## src/rtl/rstgen_pkg.sv

```systemverilog
package rstgen_pkg;

    localparam int RG_WORD_W     = 32;
    localparam int RG_WORDS      = 2;
    localparam int RG_ADDR_W     = 4;
    localparam int RG_STAT_BASE  = 8;
    localparam int RG_SUB_CORE   = 12;  // word 0
    localparam int RG_APP_CORE   = 24;  // word 1
    localparam int RG_OUT_W      = RG_WORD_W * RG_WORDS;

    typedef enum logic [1:0] {
        ACC_NONE = 2'd0,
        ACC_CTRL = 2'd1,
        ACC_STAT = 2'd2
    } acc_kind_e;

    typedef struct packed {
        acc_kind_e              kind;
        logic [RG_ADDR_W-1:0]   idx;
    } acc_dec_t;

    // Bits of a control word that are held levels rather than pulses.
    function automatic logic [RG_WORD_W-1:0] hold_mask(input int w);
        logic [RG_WORD_W-1:0] m;
        m = '0;
        if (w == 0) m[RG_SUB_CORE] = 1'b1;
        if (w == 1) m[RG_APP_CORE] = 1'b1;
        return m;
    endfunction

    function automatic acc_dec_t decode_addr(input logic [RG_ADDR_W-1:0] a);
        acc_dec_t d;
        d.kind = ACC_NONE;
        d.idx  = '0;
        if (int'(a) < RG_WORDS) begin
            d.kind = ACC_CTRL;
            d.idx  = a;
        end else if (int'(a) >= RG_STAT_BASE && int'(a) < RG_STAT_BASE + RG_WORDS) begin
            d.kind = ACC_STAT;
            d.idx  = a - RG_ADDR_W'(RG_STAT_BASE);
        end
        return d;
    endfunction

endpackage

```

## src/rtl/rstgen_word.sv

```systemverilog
module rstgen_word #(
    parameter int                 W    = 32,
    parameter logic [W-1:0]       HOLD = '0
) (
    input  logic         clk,
    input  logic         por,
    input  logic         wr_en,
    input  logic [W-1:0] wdata,
    output logic [W-1:0] bits_o
);

    logic [W-1:0] q;

    always_ff @(posedge clk) begin
        if (por)        q <= HOLD;
        else if (wr_en) q <= wdata;
        else            q <= q & HOLD;
    end

    assign bits_o = q | {W{por}};

    // Pulse bits live for one cycle only.
    p_pulse_once_r2: assert property (@(posedge clk) disable iff (por)
        (((q & ~HOLD) != '0) && !wr_en) |=> ((q & ~HOLD) == '0));

    // Held core bits keep their value without a write.
    p_hold_keep_r4: assert property (@(posedge clk) disable iff (por)
        !wr_en |=> ((q & HOLD) == $past(q & HOLD)));

    // A write appears on the outputs after the capturing edge.
    p_write_load_r3: assert property (@(posedge clk) disable iff (por)
        wr_en |=> (bits_o == $past(wdata)));

endmodule

```

## src/rtl/rstgen_rdmux.sv

```systemverilog
module rstgen_rdmux
    import rstgen_pkg::*;
#(
    parameter int W  = RG_WORD_W,
    parameter int N  = RG_WORDS,
    parameter int AW = RG_ADDR_W
) (
    input  logic [AW-1:0]       addr,
    input  logic [N*W-1:0]      lines,
    output logic [W-1:0]        rdata
);

    acc_dec_t dec;

    always_comb begin
        dec   = decode_addr(addr);
        rdata = '0;
        for (int k = 0; k < N; k++) begin
            if (dec.kind == ACC_STAT && int'(dec.idx) == k)
                rdata = lines[k*W +: W];
        end
    end

endmodule

```

## src/rtl/rstgen_top.sv

```systemverilog
module rstgen_top
    import rstgen_pkg::*;
#(
    parameter int W  = RG_WORD_W,
    parameter int N  = RG_WORDS,
    parameter int AW = RG_ADDR_W
) (
    input  logic            clk,
    input  logic            por,
    input  logic [AW-1:0]   bus_addr,
    input  logic            bus_we,
    input  logic [W-1:0]    bus_wdata,
    output logic [W-1:0]    bus_rdata,
    output logic [N*W-1:0]  rst_out
);

    localparam int OUT_W = N * W;

    acc_dec_t   wdec;
    logic [N-1:0] wsel;
    logic [OUT_W-1:0] all_hold;

    always_comb begin
        wdec = decode_addr(bus_addr);
        for (int k = 0; k < N; k++)
            wsel[k] = bus_we && (wdec.kind == ACC_CTRL) && (int'(wdec.idx) == k);
    end

    for (genvar k = 0; k < N; k++) begin : g_word
        assign all_hold[k*W +: W] = hold_mask(k);
        rstgen_word #(
            .W    (W),
            .HOLD (hold_mask(k))
        ) i_word (
            .clk    (clk),
            .por    (por),
            .wr_en  (wsel[k]),
            .wdata  (bus_wdata),
            .bits_o (rst_out[k*W +: W])
        );
    end

    rstgen_rdmux #(.W(W), .N(N), .AW(AW)) i_rdmux (
        .addr  (bus_addr),
        .lines (rst_out),
        .rdata (bus_rdata)
    );

    // Control and unmapped reads return nothing.
    p_ctrl_read_zero_r6: assert property (@(posedge clk) disable iff (por)
        (wdec.kind != ACC_STAT) |-> (bus_rdata == '0));

    // Status words mirror the live lines.
    p_status_mirror_r7: assert property (@(posedge clk) disable iff (por)
        (bus_addr == AW'(RG_STAT_BASE)) |-> (bus_rdata == rst_out[W-1:0]));

    // Stray writes touch no line: pulses gone, held bits unchanged.
    p_stray_write_r8: assert property (@(posedge clk) disable iff (por)
        (bus_we && wdec.kind != ACC_CTRL) |=>
        (((rst_out & ~all_hold) == '0) && ((rst_out & all_hold) == $past(rst_out & all_hold))));

    // Only the core lines may stay up after power-on reset falls.
    p_por_exit_r5: assert property (@(posedge clk)
        $fell(por) |-> ((rst_out & ~all_hold) == '0) && ((rst_out & all_hold) == all_hold));

endmodule

```

## config.mk

```make
export PLATFORM = sky130hd
export DESIGN_NAME = rstgen_top
export DESIGN_NICKNAME = d
export VERILOG_FILES = /design/src/rtl/rstgen_pkg.sv /design/src/rtl/rstgen_word.sv /design/src/rtl/rstgen_rdmux.sv /design/src/rtl/rstgen_top.sv
export SDC_FILE = /design/constraint.sdc
export NUM_CORES = 1
export LEC_CHECK = 0
export ABC_AREA = 0
export BUFFER_PORTS_ARGS = -buffer_cell sky130_fd_sc_hd__buf_4
export CORE_ASPECT_RATIO = 0.8
export CORE_MARGIN = 2
export CORE_UTILIZATION = 41
export DETAILED_ROUTE_END_ITERATION = 10
export PLACE_DENSITY = 0.75
export SLEW_MARGIN = 0
export SYNTH_ARGS = -nofsm -noshare
export SYNTH_HDL_FRONTEND = slang
export SYNTH_HIERARCHICAL = 1
export SYNTH_SLANG_ARGS = --single-unit
```

## constraint.sdc

```tcl
create_clock -name clk -period 1.5 [get_ports clk]
set_clock_uncertainty 0.15 [all_clocks]
set_input_delay 0.375 -clock clk [delete_from_list [all_inputs] [get_ports clk]]
set_output_delay 0.375 -clock clk [all_outputs]
set_load 0.02 [all_outputs]
```

* After elaboration in Yosys (flattened, before gate mapping) *
Cells that the tools add are included.

operators by class
  add/subtract/negate cells = 1
  multipliers = 0
  divide/modulo/power cells = 0
  $lt $le $gt $ge = 3
  equality and inequality tests = 3
  shifts and indexed selects = 0
  muxes and demuxes = 4
  bitwise operators = 4
  reductions and logical operators = 9

operators with widths
  cell                                                        number
  2-to-1 mux 32 bit                                           2
  bitwise OR 32 bit                                           2
  2-to-1 mux 6 bit                                            2
  logical AND 1 bit                                           6
  == test 4 x 2 -> 1 bit, second input constant               1
  >= comparator 4 bit, second input constant                  1
  logical NOT 4 bit                                           1
  less-than comparator 4 x 2 -> 1 bit, second input constant  1
  less-than comparator 4 bit, second input constant           1
  OR reduction 2 bit                                          2
  subtractor 4 bit, second input constant                     1
  == test 2 x 1 -> 1 bit, second input constant               1
  == test 2 bit, second input constant                        1
  NOT 1 bit                                                   2

word-level totals
  register bits after elaboration = 64
  bits in latches = 0
  RAM bits = 0
  memory bits (read-only) = 0
  bits of input ports = 39
  output and inout port bits = 96
  word-level logic and storage cells = 28
  memories = 0

* Longest topological paths before layout *
Gate-level depths: netlist (run 1).

  word-level depth = 9
  depth in mapped cells = 5
  depth with buffers taken out = 4

* Modules after synthesis *
Netlist (run 1), hierarchy kept.

by module, submodules not included
  module        instances  cells each  area an instance (um2)  seq. area each (um2)
  rstgen_word   2          104         1,112.3                 640.6
  rstgen_rdmux  1          73          508.0                   0.0
  rstgen_top    1          3           43.8                    0.0

* Least setup slack after synthesis (run 1) *
OpenSTA, ideal clock, no wires.

  path kind = input to output
  from = in bus_addr[2]
  to = out bus_rdata[10]
  arrival time = 1.320 ns
  required time = 0.975 ns
  setup slack = -0.345 ns
  stages on the path = 4
  buffers on the path = 2
  cell sequence = or3b_1 -> clkbuf_2 -> buf_6 -> nor2_1

between the ends
  word-level cells in the longest chain between the ends = 8
  elaborated cells on any way between the ends = 14
  those cells by class = add/sub (1); order compare (3); eq/ne (2); mux (4); reduce/logical (4)

ends and longest elaborated chain
  item                                                                      line                text
  from (decl)                                                               rstgen_top.sv:10    input logic [AW-1:0] bus_addr,
  >= comparator 4 bit / less-than comparator 4 bit (equally long branches)  rstgen_pkg.sv:38    end else if (int'(a) >= RG_STAT_BASE && int'(a) < RG_STAT_BASE + RG_WORDS) begin
  logical AND 1 bit                                                         rstgen_pkg.sv:38
  2-to-1 mux 6 bit                                                          rstgen_pkg.sv:38
  2-to-1 mux 6 bit *                                                        rstgen_pkg.sv:35    if (int'(a) < RG_WORDS) begin
  == test 2 bit / logical NOT 4 bit (equally long branches)                 rstgen_rdmux.sv:19  if (dec.kind == ACC_STAT && int'(dec.idx) == k)
  logical AND 1 bit                                                         rstgen_rdmux.sv:19
  2-to-1 mux 32 bit                                                         rstgen_rdmux.sv:19
  2-to-1 mux 32 bit *                                                       rstgen_rdmux.sv:19
  to (decl)                                                                 rstgen_top.sv:13    output logic [W-1:0] bus_rdata,

Mark *: on every way between the ends. The rest lies on a longest branch, timed or not.

* Final worst setup path (run 1) *
  from = in bus_addr[1]
  to = out bus_rdata[4]

The elaborated chain is that of the path after synthesis.

==> results of run 1 <==
==> path summary, 6_finish.rpt <==
| check | from | to | slack, ns |
|---|---|---|---|
| worst max-delay path | bus_addr[1] | bus_rdata[4] | -0.41 |
| worst min-delay path | bus_wdata[0] | g_word[0].i_word/q[0] | 0.09 |
| worst max register to register | g_word[1].i_word/q[24] | g_word[1].i_word/q[24] | 0.50 |
| worst min register to register | g_word[0].i_word/q[12] | g_word[0].i_word/q[12] | 0.40 |
==> critical path, delay by kind of cell <==
kind                   cells  cell delay (ns)
AND/OR/NAND/NOR            2             0.59
buffers and inverters      3             0.41
==> metrics by stage <==
step	cell area [um2]	utilization [%]
after floorplan	3000	-
after CTS	5400	83.4
after global routing	5570	86.1
final	5570	86.1
after global placement	4380	67.7
after detailed placement	4380	67.7
==> what timing repair did <==
item	CTS	global route
pin swaps	4	26
resized for setup	234	36
setup buffers	1	4
endpoints found under the setup margin	96	133
cloned	0	3
==> kinds of logic after synthesis <==
logic type             after synthesis
buffers and inverters               20
flip-flops                          64
multiplexers                        32
AO/OA/AOI/OAI                        2
AND/OR/NAND/NOR                    166
==> cell usage after synthesis <==
library cell,number
and2b_1,2
nand2b_4,1
or3b_1,1
a211o_2,2
nor2_1,32
nor2b_2,2
or2_2,64
clkbuf_2,7
dfxtp_1,64
buf_6,3
buf_2,4
and2_1,22
nor4_1,1
mux2i_1,32
clkbuf_1,6
nor4b_4,1
and2_2,40
==> layer usage <==
layer  routed length (um)  global-route usage [%]  part of all wire, %  up-vias
met4                  225                    9.29                  2.5        0
met5                    0                       0                    0        -
met2                 4890                    44.2                   55       94
li1                     -                       -                    -     1236
met1                 3250                    24.9                   37     1212
met3                  490                    5.53                  5.5       19
==> where the power goes <==
| group | internal, uW | total [uW] | switching (uW) |
|---|---|---|---|
| logic | 624 | 1140 | 515 |
| clock network | 947 | 1570 | 625 |
| registers | 1710 | 1710 | 3.41 |
| total | 3280 | 4430 | 1140 |
==> cell type report <==
| cell class | instances | area [um2] |
|---|---|---|
| tap | 84 | 105 |
| sequential | 64 | 1290 |
| clock buffer | 14 | 183 |
| fill | 318 | 901 |
| clock inverter | 2 | 35.0 |
| timing repair buffer | 184 | 1960 |
| multi-input combinational | 200 | 2000 |
==> metrics.md, run 1 <==
| Metric | Value |
|---|---|
| Number of standard cells in the layout, taps in and fillers out | 548 |
| Number of placed cells counting well taps | 524 |
| Number of DRC markers in iteration 0 | 85 |
| Setup TNS after final layout | -18.49 ns |
| Post-Place Setup Slack | -0.539 ns |
| Commonest cells after routing, fill and taps aside | buf_6 (128), or2_4 (64), dfxtp_1 (56), buf_4 (48), nor2_4 (32) |
| Transition at the pin with the smallest max-transition slack | 0.289 ns |
| Critical setup path kind | input pin to output pin |
| Final Worst Setup Slack | -0.413 ns |
| Drt wl/cell | 16.2 um |
| Core Rows | 26 |
| Post-synthesis compound-gate area fraction | 0.721% |
| Power density of the placed cells | 794 mW/mm2 |
| Area share of the largest cell type after synthesis | 46.1% |
| Leakage power | 0.00245 uW |
| Adder-cell share of the synthesized area | 0% |
| Count of state elements after synthesis | 64 |
| Total Power | 4430 uW |
| Clock root cell | clkbuf_8 |
| Unrepaired setup endpoints after global routing | true |
| DRC errors left | 0 |
| CTS Buffer Depth | 2 |
| Share of cell area taken by muxes after synthesis | 11.5% |
| Cell count after synthesis | 284 |
| Die span in y | 77.6 um |
| Starting density of the core | 42.9% |
| Synth warnings | 6 |
| Top area cells in the synthesized netlist | dfxtp_1 (46%), or2_2 (14%), mux2i_1 (12%) |
| Run status | complete, but fails checks |
| Placed wire-length estimate | 5.17 mm |
| Largest registers | g_word.i_word/q: 64 flops |
| First-pass GRT wire length | 13.2 mm |
| Number of flip-flops in the largest register | 64 |
| CP max stage cell | or3b_4 |
| Final count of negative-setup-slack endpoints | 128 |
| Post-synthesis share of cell area spent on xor and xnor gates | 0% |
| Max-cap check violation count | 0 |
| Tightest Hold Check Type | input pin to flop |
| Number of buffer cells added on primary ports | 134 |
| Kind of end point of the critical path | output pin |
| CTS tree | built |
| Worst endpoint required time | 0.97 ns |
| Pre-antenna DRT Iters | 4 |
| Simple-gate share of the synthesized area | 37.6% |
| Final net count | 498 |
| Number of sinks handled by clock tree synthesis | 64 |
| Most common cell on crit path | buf_6 |
| Mapped Nets | 323 |
| GR Overflow Total | 0 |
| Final cycle utilization of the critical path | 128% |
| Endpoints failing hold | 0 |
| Antenna violations before repair | 0 |
| Clock slew at reported path FFs | 0.07 ns |
| Placeable core region | 0.00647 mm2 |
| Number of top-level design ports | 135 |
| Data arrival at the endpoint of the critical path | 1.39 ns |
| Number of clock buffers inserted by TritonCTS | 9 |
| Hold_buf cts | 0 |
| Largest reg by FF count | g_word.i_word/q |
| Slowest cell delay on critical path | 0.48 ns |
| Avg Inst Size Synth | 9.78 um2 |
| Hold Path Cell Cnt | 2 |
| Total number of vias | 2561 |
| Syn Std Cell Area | 0.00278 mm2 |
| Worst hold margin | 0.0875 ns |
| Commonest non-fill, non-tap cell in the layout | buf_6 |
| Synth unique cells | 17 |
| Routed via count divided by cell count | 4.67 |
| Worst-case reg-to-reg path depth | 2 |
| Worst-Skew Late Latency | 0.34 ns |
| Period minus WS final | 1.91 ns |
| Proportion of layout cells with a drive suffix above 1 | 83.8% |
| Headroom to the max-slew limit | 80.8% |
| Overall Global Routing Usage | 23.6% |
| Number of max-slew violations in the final report | 0 |
| Floorplan die area | 0.00745 mm2 |
| Combinational family with the most area after synthesis | simple AND/OR/NAND/NOR gates |
| Violated checks | negative setup slack |
| H-tree depth reported by CTS | 3 |
| CP Cell Sequence | buf_6 -> or3b_4 -> buf_12 -> nor2_4 -> buf_6 |
| Post-detailed-route count of antenna-violating nets | 0 |
| ANT cells | 0 |
| Highest net fanout along the worst path | 8 |
| Top achievable clock speed | 0.523 GHz |
| Type of origin of the critical path | input pin |
| Via count of the first global-routing pass | 2653 |
| Weighted congestion reported at the end of routability-driven placement | 0.729 |
| Sequential-to-total area share from yosys stat | 46.1% |
| Worst supply voltage drop on vdd | 640 uV |
| Area Growth Syn to Fin | 101% |
| Cell taking the most area after synthesis | dfxtp_1 |
| Pin count of the biggest net entering global routing | 67 |
| Total routed wirelength | 8.86 mm |
| Floorplan die width | 96.0 um |
Note: power is estimated with default switching activity, not from simulation.
==> inputs of run 2 (changes only) <==
- TNS_END_PERCENT: unset -> 30
==> run 2 against run 1 <==
The flow still finishes with violations (negative setup slack). Worst setup slack improved by 0.0048 ns. Register-to-register slack improved by 0.02 ns. Power fell by 0.36%. Count of clock-buffer cells in the layout did not move. Non-clock buffer count fell by 6. First-iteration DRC count rose by 16%. Hold slack improved by 0.0045 ns. Via count fell by 0.74%. Combinational power barely moved. Global-route usage fell by 1.8 points. Fmax rose by 0.25%. Sequential power barely moved. Critical path type unchanged. Critical endpoint is now bus_rdata[11]. Largest power group unchanged. Highest routed layer unchanged.
==> metrics.md, run 2 (synthesis results as in run 1) <==
| Metric | Value |
|---|---|
| Run status | complete, but fails checks |
| Violated checks | negative setup slack |
| Worst-Skew Late Latency | 0.34 ns (about the same) |
| Top achievable clock speed | 0.524 GHz (+0.25%) |
| CTS Buffer Depth | 2 (unchanged) |
| Crit path launch | bus_addr[1] |
| CP Cell Sequence | buf_6 -> or3b_4 -> clkbuf_16 -> nor2_4 -> buf_6 |
| Max-cap check violation count | 0 (unchanged) |
| Data arrival at the endpoint of the critical path | 1.38 ns (about the same) |
| DRC errors left | 0 (unchanged) |
| Area Growth Syn to Fin | 97.6% |
| Number of DRC markers in iteration 0 | 99 (+16%) |
| Highest net fanout along the worst path | 7 (-1) |
| Number of clock buffers inserted by TritonCTS | 9 (unchanged) |
| Share of power burned in combinational logic | 25.7% (about the same) |
| Commonest non-fill, non-tap cell in the layout | buf_6 |
| Proportion of layout cells with a drive suffix above 1 | 81.0% (-2.8 points) |
| Worst hold start | bus_wdata[3] |
| Clock root cell | clkbuf_8 |
| Kind of end point of the critical path | output pin |
| Startpoint of the lowest-slack register-to-register path | g_word[1].i_word/q[24] |
| First-pass GRT wire length | 12.3 mm (-6.6%) |
| Switching pwr | 1130 uW (-1.0%) |
| Transition at the pin with the smallest max-transition slack | 0.300 ns (+0.0119 ns) |
| Routed via count divided by cell count | 4.69 (+0.36%) |
| Proportion of power drawn by flip-flops and latches | 38.9% (+0.2 points) |
| Final cycle utilization of the critical path | 127% (-0.32 points) |
| Number of standard cells in the layout, taps in and fillers out | 542 (-1.1%) |
| Headroom to the max-slew limit | 80.0% (-0.80 points) |
| Utilization of the core after routing | 84.7% (-1.4 points) |
| Via count of the first global-routing pass | 2566 (-3.3%) |
| Clock network power share | 35.4% (about the same) |
| Period minus WS final | 1.91 ns (-0.00484 ns) |
| Type of origin of the critical path | input pin |
| Placed wire-length estimate | 5.17 mm (unchanged) |
| ANT cells | 0 (unchanged) |
| Core Rows | 26 (unchanged) |
| Internal Dissipation | 3280 uW (-0.13%) |
| Antenna violations before repair | 0 (unchanged) |
| Slowest cell delay on critical path | 0.48 ns (about the same) |
| H-tree depth reported by CTS | 3 (unchanged) |
| Post-route cell area | 0.00549 mm2 (-1.6%) |
| Commonest cells after routing, fill and taps aside | buf_6 (115), or2_4 (64), dfxtp_1 (62), buf_4 (55), and2_2 (40) |
| Leakage power | 0.00239 uW (-2.5%) |
| Overall Global Routing Usage | 21.8% (-1.8 points) |
| Tightest Hold Check Type | input pin to flop |
| Post-placement cell area | 0.00438 mm2 (unchanged) |
| Fillers | 339 (+6.6%) |
| Total routed wirelength | 8.42 mm (-5.0%) |
| Final Worst Setup Slack | -0.408 ns (+0.00484 ns) |
| Post-detailed-route count of antenna-violating nets | 0 (unchanged) |
| Starting density of the core | 42.9% (unchanged) |
| Number of sinks handled by clock tree synthesis | 64 (unchanged) |
| Worst supply voltage drop on vdd | 611 uV (-4.4%) |
| Most common cell on crit path | buf_6 |
| CP max stage cell | or3b_4 |
| Pre-antenna DRT Iters | 4 (unchanged) |
| Number of flip-flops in the largest register | 64 (unchanged) |
| Footprint of the multi-input gates | 0.00201 mm2 (+0.69%) |
| Final net count | 492 (-1.2%) |
| Critical setup path kind | input pin to output pin |
| Number of placed cells counting well taps | 524 (unchanged) |
| Endpoints failing hold | 0 (unchanged) |
| Floorplan die area | 0.00745 mm2 (unchanged) |
| Drt wl/cell | 15.5 um (-4.0%) |
| Unrepaired setup endpoints after global routing | true |
| Number of buffer cells added on primary ports | 134 (unchanged) |
| Switching Share | 25.7% (-0.18 points) |
| CTS tree | built |
| Pin count of the biggest net entering global routing | 67 (unchanged) |
| Number of max-slew violations in the final report | 0 (unchanged) |
| Worst endpoint required time | 0.97 ns (about the same) |
| Power density of the placed cells | 804 mW/mm2 (+1.2%) |
| Placeable core region | 0.00647 mm2 (unchanged) |
| Total number of vias | 2542 (-0.74%) |
| Hold_buf cts | 0 (unchanged) |
| Die span in y | 77.6 um (unchanged) |
| Largest registers | g_word.i_word/q: 64 flops |
| Weighted congestion reported at the end of routability-driven placement | 0.729 (unchanged) |
| Final count of negative-setup-slack endpoints | 96 (-25%) |
| GR Overflow Total | 0 (unchanged) |
| Floorplan die width | 96.0 um (unchanged) |
| Combined flip-flop and latch cell area | 0.00128 mm2 (-0.58%) |
| Number of top-level design ports | 135 (unchanged) |
| Clock slew at reported path FFs | 0.06 ns (about the same) |
| Largest reg by FF count | g_word.i_word/q |
## run 2: power groups by stage
stage / sequential (uW) / combinational (uW) / clock, uW
after floorplan: 1750 / 453 / 0
after global placement: 1750 / 822 / 0
after detailed placement: 1750 / 833 / 0
after CTS: 1710 / 1010 / 1590
after global routing: 1710 / 1190 / 1660
final: 1710 / 1130 / 1560
## run 2: final timing paths
path / slack, ns / end / cells past startpoint
worst max-delay path: -0.41 / bus_rdata[11] / 5
worst min-delay path: 0.09 / g_word[1].i_word/q[3] / 2
worst max register to register: 0.52 / g_word[1].i_word/q[24] / 2
worst min register to register: 0.41 / g_word[0].i_word/q[12] / 2
## run 2: cell type report
| type | instances | area share (%) |
|---|---|---|
| repair buffers | 178 | 34.1 |
| flip-flops and latches | 64 | 23.4 |
| clock inverters | 2 | 0.639 |
| clock buffers | 14 | 3.33 |
| multi-input cells | 200 | 36.7 |
| well taps | 84 | 1.92 |
## run 2: routing by layer
metal / part of all wire [%] / track usage, %
met3: 5.1 / 5.44
met4: 2.6 / 9.29
met5: 0 / 0
met1: 38 / 23.3
met2: 54 / 39.9
## run 2: worst max-delay path, delay by kind of cell
| family | cells | cell delay, ns |
|---|---|---|
| simple gates | 2 | 0.57 |
| buf+inv | 3 | 0.43 |
## run 2: per-stage QoR
step | hold WS, ns | total power [uW] | setup TNS [ns] | worst slack (ns)
detailed placement | 0.383 | 2580 | -47.46 | -0.539
CTS | 0.0783 | 4310 | -18.88 | -0.399
finish | 0.0920 | 4410 | -17.34 | -0.408
global route | 0.0849 | 4560 | -19.42 | -0.424
global placement | 0.369 | 2570 | -45.97 | -0.499
floorplan | 0.324 | 2200 | -7.44 | -0.233
## run 2: repair_timing
action | CTS | global route
cloned | 0 | 1
pin swaps | 3 | 7
setup buffers | 1 | 0
endpoints found under the setup margin | 96 | 133
resized for setup | 148 | 87
